File: config.mk
export PLATFORM = sky130hd
export DESIGN_NAME = hdlc_tx
export DESIGN_NICKNAME = d
export VERILOG_FILES = /design/src/rtl/hdlc_tx_pkg.sv /design/src/rtl/hdlc_tx_fifo.sv /design/src/rtl/hdlc_tx_crc.sv /design/src/rtl/hdlc_tx_ser.sv /design/src/rtl/hdlc_tx.sv
export SDC_FILE = /design/constraint.sdc
export NUM_CORES = 1
export LEC_CHECK = 0
export ABC_AREA = 1
export BUFFER_PORTS_ARGS = -buffer_cell sky130_fd_sc_hd__buf_2
export CAP_MARGIN = 20
export CORE_MARGIN = 2
export CORE_UTILIZATION = 55
export DETAILED_ROUTE_END_ITERATION = 8
export PLACE_DENSITY_LB_ADDON = 0.25
export SLEW_MARGIN = 10
export SYNTH_ARGS = -nofsm -noshare
export SYNTH_HDL_FRONTEND = slang
export SYNTH_SLANG_ARGS = --single-unit
File: constraint.sdc
create_clock -name clk -period 6.56 [get_ports clk]
set_clock_uncertainty 0.15 [all_clocks]
set_input_delay 0 -clock clk [delete_from_list [all_inputs] [get_ports clk]]
set_output_delay 0 -clock clk [all_outputs]
set_load 0.02 [all_outputs]
File: src/rtl/hdlc_tx_pkg.sv
package hdlc_tx_pkg;
  localparam int BYTE_W = 8;
  localparam int TAG_W  = 2;
  localparam int CRC_W  = 16;

  localparam logic [TAG_W-1:0]  TAG_NORM  = 2'd0;
  localparam logic [TAG_W-1:0]  TAG_LAST  = 2'd1;
  localparam logic [BYTE_W-1:0] FLAG_BYTE = 8'h7E;
  localparam logic [BYTE_W-1:0] MARK_BYTE = 8'hFF;
  localparam logic [CRC_W-1:0]  CRC_INIT  = 16'hFFFF;
  localparam logic [CRC_W-1:0]  CRC_POLY  = 16'h8408;

  typedef enum logic [2:0] {
    ST_IDLE, ST_OPEN, ST_DATA, ST_FCS_LO, ST_FCS_HI, ST_CLOSE, ST_ABORT, ST_DRAIN
  } st_e;
endpackage

File: src/rtl/hdlc_tx_fifo.sv
module hdlc_tx_fifo #(
  parameter int DEPTH = 19,
  parameter int WIDTH = 10
) (
  input  logic             clk,
  input  logic             rst,
  input  logic             push,
  input  logic [WIDTH-1:0] din,
  input  logic             pop,
  output logic [WIDTH-1:0] dout,
  output logic             empty,
  output logic             full
);
  localparam int AW = (DEPTH > 1) ? $clog2(DEPTH) : 1;
  localparam int CW = $clog2(DEPTH + 1);

  logic [WIDTH-1:0] mem [DEPTH];
  logic [AW-1:0]    wp_q, rp_q;
  logic [CW-1:0]    cnt_q;
  logic             wr_ok, rd_ok;

  assign empty = (cnt_q == '0);
  assign full  = (cnt_q == CW'(DEPTH));
  assign wr_ok = push && !full;
  assign rd_ok = pop && !empty;
  assign dout  = mem[rp_q];

  always_ff @(posedge clk) begin
    if (wr_ok) mem[wp_q] <= din;
  end

  always_ff @(posedge clk) begin
    if (rst) begin
      wp_q  <= '0;
      rp_q  <= '0;
      cnt_q <= '0;
    end else begin
      if (wr_ok) wp_q <= (wp_q == AW'(DEPTH - 1)) ? '0 : wp_q + AW'(1);
      if (rd_ok) rp_q <= (rp_q == AW'(DEPTH - 1)) ? '0 : rp_q + AW'(1);
      case ({wr_ok, rd_ok})
        2'b10:   cnt_q <= cnt_q + CW'(1);
        2'b01:   cnt_q <= cnt_q - CW'(1);
        default: cnt_q <= cnt_q;
      endcase
    end
  end
endmodule

File: src/rtl/hdlc_tx_crc.sv
module hdlc_tx_crc import hdlc_tx_pkg::*; (
  input  logic [CRC_W-1:0] crc_in,
  input  logic             bit_in,
  output logic [CRC_W-1:0] crc_out
);
  logic fb;
  assign fb      = crc_in[0] ^ bit_in;
  assign crc_out = (crc_in >> 1) ^ (fb ? CRC_POLY : '0);
endmodule

File: src/rtl/hdlc_tx_ser.sv
module hdlc_tx_ser import hdlc_tx_pkg::*; (
  input  logic              clk,
  input  logic              rst,
  input  logic              bit_en,
  input  logic              tx_enable,
  input  logic              flag_fill,
  input  logic              collision,
  input  logic              fifo_empty,
  input  logic [BYTE_W-1:0] fifo_data,
  input  logic [TAG_W-1:0]  fifo_tag,
  output logic              pop,
  output logic              tx_bit,
  output logic              underrun,
  output st_e               state,
  output logic              stuff_due
);
  st_e               st_q;
  logic [BYTE_W-1:0] sh_q, fcs_hi_q;
  logic [2:0]        cnt_q, ones_q;
  logic [CRC_W-1:0]  crc_q, crc_nx;
  logic              last_q, skip_q, en_q, tx_q, und_q;
  logic              counted, boundary, coll_hit, tag_abort, tag_last;

  hdlc_tx_crc u_crc (.crc_in(crc_q), .bit_in(sh_q[0]), .crc_out(crc_nx));

  assign stuff_due = (ones_q == 3'd5);
  assign counted   = st_q inside {ST_DATA, ST_FCS_LO, ST_FCS_HI};
  assign boundary  = bit_en && !stuff_due && (cnt_q == 3'd7);
  assign coll_hit  = collision && (st_q inside {ST_OPEN, ST_DATA, ST_FCS_LO, ST_FCS_HI});
  assign tag_abort = fifo_tag[1];
  assign tag_last  = (fifo_tag == TAG_LAST);
  assign tx_bit    = tx_q;
  assign underrun  = und_q;
  assign state     = st_q;

  always_comb begin
    pop = 1'b0;
    if (st_q == ST_DRAIN) pop = !fifo_empty;
    else if (boundary && !coll_hit) begin
      if (st_q == ST_OPEN)      pop = !fifo_empty;
      else if (st_q == ST_DATA) pop = !last_q && !fifo_empty;
    end
  end

  always_ff @(posedge clk) begin
    if (rst) begin
      st_q     <= ST_IDLE;
      sh_q     <= MARK_BYTE;
      fcs_hi_q <= '0;
      cnt_q    <= '0;
      ones_q   <= '0;
      crc_q    <= CRC_INIT;
      last_q   <= 1'b0;
      skip_q   <= 1'b0;
      en_q     <= 1'b0;
      tx_q     <= 1'b1;
      und_q    <= 1'b0;
    end else begin
      en_q  <= tx_enable;
      und_q <= 1'b0;
      if (!tx_enable)                     skip_q <= 1'b0;
      else if (!en_q && flag_fill)        skip_q <= 1'b1;

      if (coll_hit) begin
        st_q   <= (last_q || st_q inside {ST_FCS_LO, ST_FCS_HI}) ? ST_IDLE : ST_DRAIN;
        sh_q   <= MARK_BYTE;
        cnt_q  <= '0;
        ones_q <= '0;
      end else if (st_q == ST_DRAIN) begin
        if (bit_en) tx_q <= 1'b1;
        if (!fifo_empty && fifo_tag != TAG_NORM) begin
          st_q  <= ST_IDLE;
          sh_q  <= MARK_BYTE;
          cnt_q <= '0;
        end
      end else if (bit_en) begin
        if (stuff_due) begin
          tx_q   <= 1'b0;
          ones_q <= '0;
        end else begin
          tx_q   <= sh_q[0];
          sh_q   <= {1'b1, sh_q[BYTE_W-1:1]};
          cnt_q  <= cnt_q + 3'd1;
          ones_q <= (counted && sh_q[0]) ? ones_q + 3'd1 : '0;
          if (st_q == ST_DATA) crc_q <= crc_nx;
          if (cnt_q == 3'd7) begin
            case (st_q)
              ST_OPEN: begin
                crc_q <= CRC_INIT;
                if (fifo_empty || tag_abort) begin
                  st_q  <= ST_ABORT;
                  sh_q  <= MARK_BYTE;
                  und_q <= fifo_empty;
                end else begin
                  st_q   <= ST_DATA;
                  sh_q   <= fifo_data;
                  last_q <= tag_last;
                end
              end
              ST_DATA: begin
                if (last_q) begin
                  st_q     <= ST_FCS_LO;
                  sh_q     <= ~crc_nx[BYTE_W-1:0];
                  fcs_hi_q <= ~crc_nx[CRC_W-1:BYTE_W];
                end else if (fifo_empty || tag_abort) begin
                  st_q  <= ST_ABORT;
                  sh_q  <= MARK_BYTE;
                  und_q <= fifo_empty;
                end else begin
                  sh_q   <= fifo_data;
                  last_q <= tag_last;
                end
              end
              ST_FCS_LO: begin
                st_q <= ST_FCS_HI;
                sh_q <= fcs_hi_q;
              end
              ST_FCS_HI: begin
                st_q <= ST_CLOSE;
                sh_q <= FLAG_BYTE;
              end
              default: begin
                if (en_q && !fifo_empty) begin
                  if (skip_q) begin
                    st_q   <= ST_DRAIN;
                    sh_q   <= MARK_BYTE;
                    skip_q <= 1'b0;
                  end else begin
                    st_q   <= ST_OPEN;
                    sh_q   <= FLAG_BYTE;
                    last_q <= 1'b0;
                  end
                end else begin
                  st_q <= ST_IDLE;
                  sh_q <= (en_q && flag_fill) ? FLAG_BYTE : MARK_BYTE;
                end
              end
            endcase
          end
        end
      end
    end
  end
endmodule

File: src/rtl/hdlc_tx.sv
module hdlc_tx import hdlc_tx_pkg::*; #(
  parameter int FIFO_DEPTH = 19
) (
  input  logic              clk,
  input  logic              rst,
  input  logic              wr_en,
  input  logic [BYTE_W-1:0] wr_data,
  input  logic [TAG_W-1:0]  wr_tag,
  output logic              fifo_full,
  input  logic              tx_enable,
  input  logic              flag_fill,
  input  logic              bit_en,
  input  logic              collision,
  output logic              tx_bit,
  output logic              underrun
);
  localparam int ENTRY_W = BYTE_W + TAG_W;

  logic [ENTRY_W-1:0] rd_entry;
  logic               fifo_pop, fifo_empty, ser_stuff;
  st_e                ser_state;

  hdlc_tx_fifo #(.DEPTH(FIFO_DEPTH), .WIDTH(ENTRY_W)) u_fifo (
    .clk(clk), .rst(rst), .push(wr_en), .din({wr_tag, wr_data}),
    .pop(fifo_pop), .dout(rd_entry), .empty(fifo_empty), .full(fifo_full)
  );

  hdlc_tx_ser u_ser (
    .clk(clk), .rst(rst), .bit_en(bit_en), .tx_enable(tx_enable),
    .flag_fill(flag_fill), .collision(collision), .fifo_empty(fifo_empty),
    .fifo_data(rd_entry[BYTE_W-1:0]), .fifo_tag(rd_entry[ENTRY_W-1:BYTE_W]),
    .pop(fifo_pop), .tx_bit(tx_bit), .underrun(underrun),
    .state(ser_state), .stuff_due(ser_stuff)
  );
endmodule

Word level (Yosys, flattened, before mapping)
Memory sizes are Yosys's and may differ from the RTL's. A register that Yosys moved wholly into a read port is not among the register bits.
Index checks and enable logic that the tools add are counted.
Widths: inputs -> output; s select.
{"block": "totals", "in_bits": 17, "latchBits": 0, "elab_cells": 159, "ramBits": 190, "regBits": 61, "output_inout_bits": 3, "rom_bits": 0, "n_memories": 1}
{"name": "u_fifo.mem", "words": 19, "width": 10, "rd": 1, "rd_ports_with_merged_regs": 1, "wr": 1, "line": "hdlc_tx_fifo.sv:17", "source": "logic [WIDTH-1:0] mem [DEPTH];"}
{"block": "op_classes", "multipliers": 0, "bitwise": 10, "n_div": 0, "muxes": 67, "addsub": 6, "order_cmp": 0, "reduce_logical": 41, "eq_ne": 20, "shift": 0}
{"cell": "$mux 8", "count": 10}
{"cell": "$mux 16", "count": 4}
{"cell": "$mux 3", "count": 17}
{"cell": "$pmux 8 s4", "count": 1}
{"cell": "$mux 1", "count": 27}
{"cell": "$mux 5", "count": 4}
{"cell": "$not 8->8", "count": 2}
{"cell": "$xor 15x16->16", "count": 1}
{"cell": "$add 5x1->5 const B", "count": 3}
{"cell": "$eq 5x5->1 const B", "count": 3}
{"cell": "$eq 3x3->1 const B", "count": 4}
{"cell": "$logic_and 1x1->1", "count": 12}
{"cell": "$pmux 3 s4", "count": 1}
{"cell": "$reduce_bool 3->1", "count": 4}
{"cell": "$pmux 5 s2", "count": 1}
{"cell": "$reduce_and 9->1", "count": 1}
{"cell": "$reduce_bool 2->1", "count": 4}
{"cell": "$reduce_and 7->1", "count": 1}
{"cell": "$add 3x1->3 const B", "count": 2}
{"cell": "$eq 3x2->1 const B", "count": 2}
{"cell": "$logic_not 1->1", "count": 6}
{"cell": "$ne 2x2->1 const B", "count": 3}
{"cell": "$ne 3x3->1 const B", "count": 2}
{"cell": "$not 1->1", "count": 6}
{"cell": "19 further kinds", "count": 23}

Longest topological paths before layout
{"block": "depth", "word_depth": 12, "ltp_mapped": 21, "ltp_nobuf": 21}

Cells and area by module
A second synthesis with hierarchy kept.
{"block": "hier_totals", "cells_unflattened": 1338, "hier_area_um2": 12125.4}
{"mod": "hdlc_tx_fifo", "area_per_inst_um2": 9261.4, "cells_per_inst": 911, "instances": 1}
{"mod": "hdlc_tx_ser", "area_per_inst_um2": 2697.6, "cells_per_inst": 398, "instances": 1}
{"mod": "hdlc_tx_crc", "area_per_inst_um2": 166.4, "cells_per_inst": 29, "instances": 1}

Worst setup path after synthesis
OpenSTA, ideal clock, no wires.
{"block": "synth_path", "path_type": "register to register", "startpoint": "register u_ser.st_q[1] (netlist: u_ser.state[1])", "endpoint": "register u_fifo.cnt_q[4]", "synth_period_minus_slack_ns": 2.831, "required_ns": 6.291, "t_arrival_ns": 2.562, "path_slack_ns": 3.729, "path_stages_with_launch": 21, "setup_ns": 0.119, "cell_sequence": "dfxtp_1 > inv_2 > nor2_2 > nand2_2 > nor2_1 > nor2_2 > inv_1 > nand3_2 > o21ai_4 > ha_1 > xor2_1 > ha_1 > a21o_1 > nand2_1 > nand2_1 > a21oi_1 > nand2_1 > nand2_1 > nor2_1 > o21ai_0 > a21oi_1"}
{"block": "synth_between", "elab_chain_cells": 10, "elab_cells_between_ends": 18, "cone_classes": "eq/ne: 7; mux: 5; reduce/logical: 6"}
{"element": "start: declaration", "line": "hdlc_tx_ser.sv:17", "source": "st_e st_q;"}
{"element": "start signal: assignment", "line": "hdlc_tx_ser.sv:65", "source": "st_q <= (last_q || st_q inside {ST_FCS_LO, ST_FCS_HI}) ? ST_IDLE : ST_DRAIN;"}
{"element": "$eq 3x1->1, or another cell as far along", "line": "hdlc_tx_ser.sv:29, hdlc_tx_ser.sv:40"}
{"element": "$reduce_bool 4->1", "line": "hdlc_tx_ser.sv:29", "source": "assign coll_hit = collision && (st_q inside {ST_OPEN, ST_DATA, ST_FCS_LO, ST_FCS_HI});"}
{"element": "$logic_and 1x1->1", "line": "hdlc_tx_ser.sv:29"}
{"element": "$logic_not 1->1", "line": "hdlc_tx_ser.sv:39", "source": "else if (boundary && !coll_hit) begin"}
{"element": "$logic_and 1x1->1", "line": "hdlc_tx_ser.sv:39"}
{"element": "$mux 1", "line": "hdlc_tx_ser.sv:39"}
{"element": "$mux 1 (*)", "line": "hdlc_tx_ser.sv:38", "source": "if (st_q == ST_DRAIN) pop = !fifo_empty;"}
{"element": "$logic_and 1x1->1 (*)", "line": "hdlc_tx_fifo.sv:25", "source": "assign rd_ok = pop && !empty;"}
{"element": "$eq 2x1->1 or $eq 2x2->1 (tied branches)", "line": "hdlc_tx_fifo.sv:40", "source": "case ({wr_ok, rd_ok})"}
{"element": "$pmux 5 s2 or $reduce_bool 2->1 (tied branches)"}
{"element": "end signal: assignment", "line": "hdlc_tx_fifo.sv:41", "source": "2'b10: cnt_q <= cnt_q + CW'(1);"}
{"element": "end signal: assignment", "line": "hdlc_tx_fifo.sv:42", "source": "2'b01: cnt_q <= cnt_q - CW'(1);"}
{"element": "end signal: assignment", "line": "hdlc_tx_fifo.sv:43", "source": "default: cnt_q <= cnt_q;"}
{"element": "end: declaration", "line": "hdlc_tx_fifo.sv:19", "source": "logic [CW-1:0] cnt_q;"}
Every way passes the cells marked *; elsewhere a longest branch is shown, timed or not.
A chain may end at the register's enable or synchronous reset.

Worst setup path after layout
Ends and elaborated chain as after synthesis.

==> impl_metrics.ini <==
[outcome]
outcome = completed

[setup_path]
arrival_ps = 3550
cp_slowest_cell = dfxtp_1
critPathLaunchType = flip-flop
startpoint = u_ser.state[1]
endpoint_kind = flip-flop
cp_common_cell = nor2_1
critPathKind = reg -> reg
crit_path_max_fanout = 10
critPathBufInv = 2
crit_family = simple AND/OR/NAND/NOR gates
max_stage_delay_ps = 340
required_ps = 6880
r2r_slack_ps = 3330
r2r-start = u_ser.state[1]
crit_chain = inv_2, nor2_2, nand2_2, nor2_1, nor2_2, inv_1, nand3_2, o21ai_4, ha_1, xor2_1, ha_1, a21o_1, nand2_1, nand2_1, a21oi_1, nor2_1, nor2_1, o21ai_0, a21oi_1

[global_routing]
grt_remaining_overflow = 0
grt_pass1_wl_um = 38200
grt_antenna_before_repair = 0
grt_pass1_vias = 7395
grt_max_degree = 90
track_usage = 0.226

[yosys]
synth-simple-area-share = 0.174
syn_area_um2 = 11100
synthTopCellsByArea = edfxtp_1, dfxtp_1, nand2_1, nor2_1, o21ai_0
synth_top_family_by_area = simple AND/OR/NAND/NOR gates
synth_nets = 1094
ys_async_sr_fraction = 0
synthAdderAreaFrac = 0.0158
synthDistinctLibCells = 46
synth-compound-area-share = 0.116
syn_area_per_cell_um2 = 10.4
ys_top_cells_by_count = edfxtp_1, nand2_1, nor2_1
synth_top_area_frac = 0.515
synth_warnings = 0
synth_ff_type = edfxtp_1
synth_edf_count = 190
muxShareOfSynthArea = 0.000904
synth_xor_area_frac = 0.00712
seq_area_frac_synth = 0.635
synth_most_common_cell = edfxtp_1
synth_largest_area_cell = edfxtp_1
synth.ff_latch_count = 256
syn_inst = 1063

[cts]
clock_sinks = 256
clockBufferDepth = 3
clk_pin_slew_ps = 60
cts_made_buffers = 27
h-tree-depth = 1
root_buffer = clkbuf_16
cts_resized = 0
clock_latency_ps = 530
cts_tree = done

[layout]
fin_area_um2 = 12400
n_antenna_cell = 0
post_route_cells_drive_above_1_share = 0.109
area_delta_synth_final_pct = 11.9
layout.nets = 1133

[sta]
finalSetupViolCount = 0
fmax_mhz = 310
rsz0062_at_grt = no
setup_tns_ps = 0
hold_viol_final = 0
finalCriticalPeriod_ps = 3230
post-route-period-util = 0.492
relSlewSlack = 0.243
slew_violations = 0
worstMarginPinSlew_ps = 1130

[drt]
via_per_inst = 5.66
drcViolationCount = 0
dr.pass1.iters = 5
routedWlPerCell_um = 17.4
routed_wl_um = 24100
ant_nets = 0
vias = 7843
drtIter0Drc = 822

[power]
static-leakage-power_nw = 4.69
internal_power_mw = 2.78
combPwrFrac = 0.129
power.density_nw_per_um2 = 302
peakVddDrop_v = 0.000253
power.switching_mw = 0.959
swShare = 0.257
seqPwrFrac = 0.492
power.share.clock = 0.379

[placed_design]
port-buffer-count = 19
hpwl_um = 14700
placed_cell_area_um2 = 11400
globalplace.congestion = 0.839

[die]
core-area_um2 = 19600
die_area_um2 = 21300
pin_count = 20
initial_core_util = 0.565
rows = 51
dieHeight_um = 146
die_w_um = 146

[flow_run]
cap_violations = 0

[hold_path]
hold_path.class = in -> reg
min-delay-start = rst
## worst min-delay path, stage by stage
cell and delay [ps]:
dlygate4sd3_1 520, buf_2 280, a21oi_2 40
## worst paths after layout
| kind | end | cells past startpoint |
|---|---|---|
| hold reg to reg | u_ser.fcs_hi_q[5] | 1 |
| hold / removal | u_ser.fcs_hi_q[7] | 3 |
| setup reg to reg | u_fifo.cnt_q[4] | 19 |
| setup / recovery | u_fifo.cnt_q[4] | 19 |
## stage by stage
stage,hold WS [ps],cells,total power [mW],utilization,setup WS [ps]
floorplan,-51.1,1063,2.23,-,3730
global placement,80.2,1313,2.33,0.578,3460
detailed placement,80.1,1317,2.34,0.580,3360
CTS,185,1384,3.76,0.632,3350
global route,216,1386,3.89,0.633,3020
finish,204,1386,3.74,0.633,3330
## cells by family after synthesis
family | Yosys count
xor+xnor | 9
flops | 256
compound gates | 224
buf+inv | 125
mux | 1
simple gates | 434
fa+ha+maj | 14
## layout make-up
class / instances / area, µm²
repair buffers: 53 / 410
clock inverters: 13 / 91.3
multi-input cells: 682 / 3490
fillers: 1572 / 7200
well taps: 265 / 332
inverters: 82 / 310
clock buffers: 35 / 732
flip-flops and latches: 256 / 7030
## metal layers
| layer | wire length (µm) | vias up | part of all wire | track usage |
|---|---|---|---|---|
| li1 | - | 3773 | - | - |
| met1 | 10700 | 3745 | 0.44 | 0.313 |
| met2 | 11300 | 266 | 0.47 | 0.366 |
| met3 | 1470 | 59 | 0.061 | 0.0354 |
| met4 | 599 | 0 | 0.025 | 0.0794 |
| met5 | 0 | - | 0 | 0 |
## flip-flops by register name (all words and copies together) (netlist names), 3 cells and up, named ones only
register        cells
u_fifo.cnt_q        5
u_fifo.mem        190
u_fifo.rp_q         5
u_fifo.wp_q         5
u_ser.cnt_q         3
u_ser.crc_q        16
u_ser.fcs_hi_q      8
u_ser.ones_q        3
u_ser.sh_q          8
u_ser.state         3
## cells in the final DEF, fill, tap and decap left out, drive strengths merged, types with 2 or more instances in the layout
cell / n
buf: 34
clkinv: 14
inv: 79
nor4: 3
a21oi: 51
dlygate4sd3: 19
o211ai: 35
a211oi: 8
nand3b: 2
o221ai: 3
nand3: 75
nor3: 4
clkbuf: 35
nor2: 171
o21ai: 116
nand2: 173
dfxtp: 66
edfxtp: 190
nand4: 5
xor2: 8
o22ai: 5
ha: 14
## power by group through the flow
| stage | clock (mW) | sequential [mW] | combinational, mW |
|---|---|---|---|
| 2_1_floorplan | 0 | 1.86 | 0.363 |
| 3_3_place_gp | 0 | 1.87 | 0.456 |
| 3_5_place_dp | 0 | 1.87 | 0.467 |
| 4_1_cts | 1.44 | 1.84 | 0.479 |
| 5_1_grt | 1.50 | 1.85 | 0.545 |
| 6_report | 1.42 | 1.84 | 0.481 |
## what timing repair did
action | CTS | global route
hold buffers | 19 | 0
hold endpoints to repair | 214 | 0
buffers inserted | 0 | 0
endpoints found under the setup margin | 0 | 0
(Power assumes the default switching activity.)
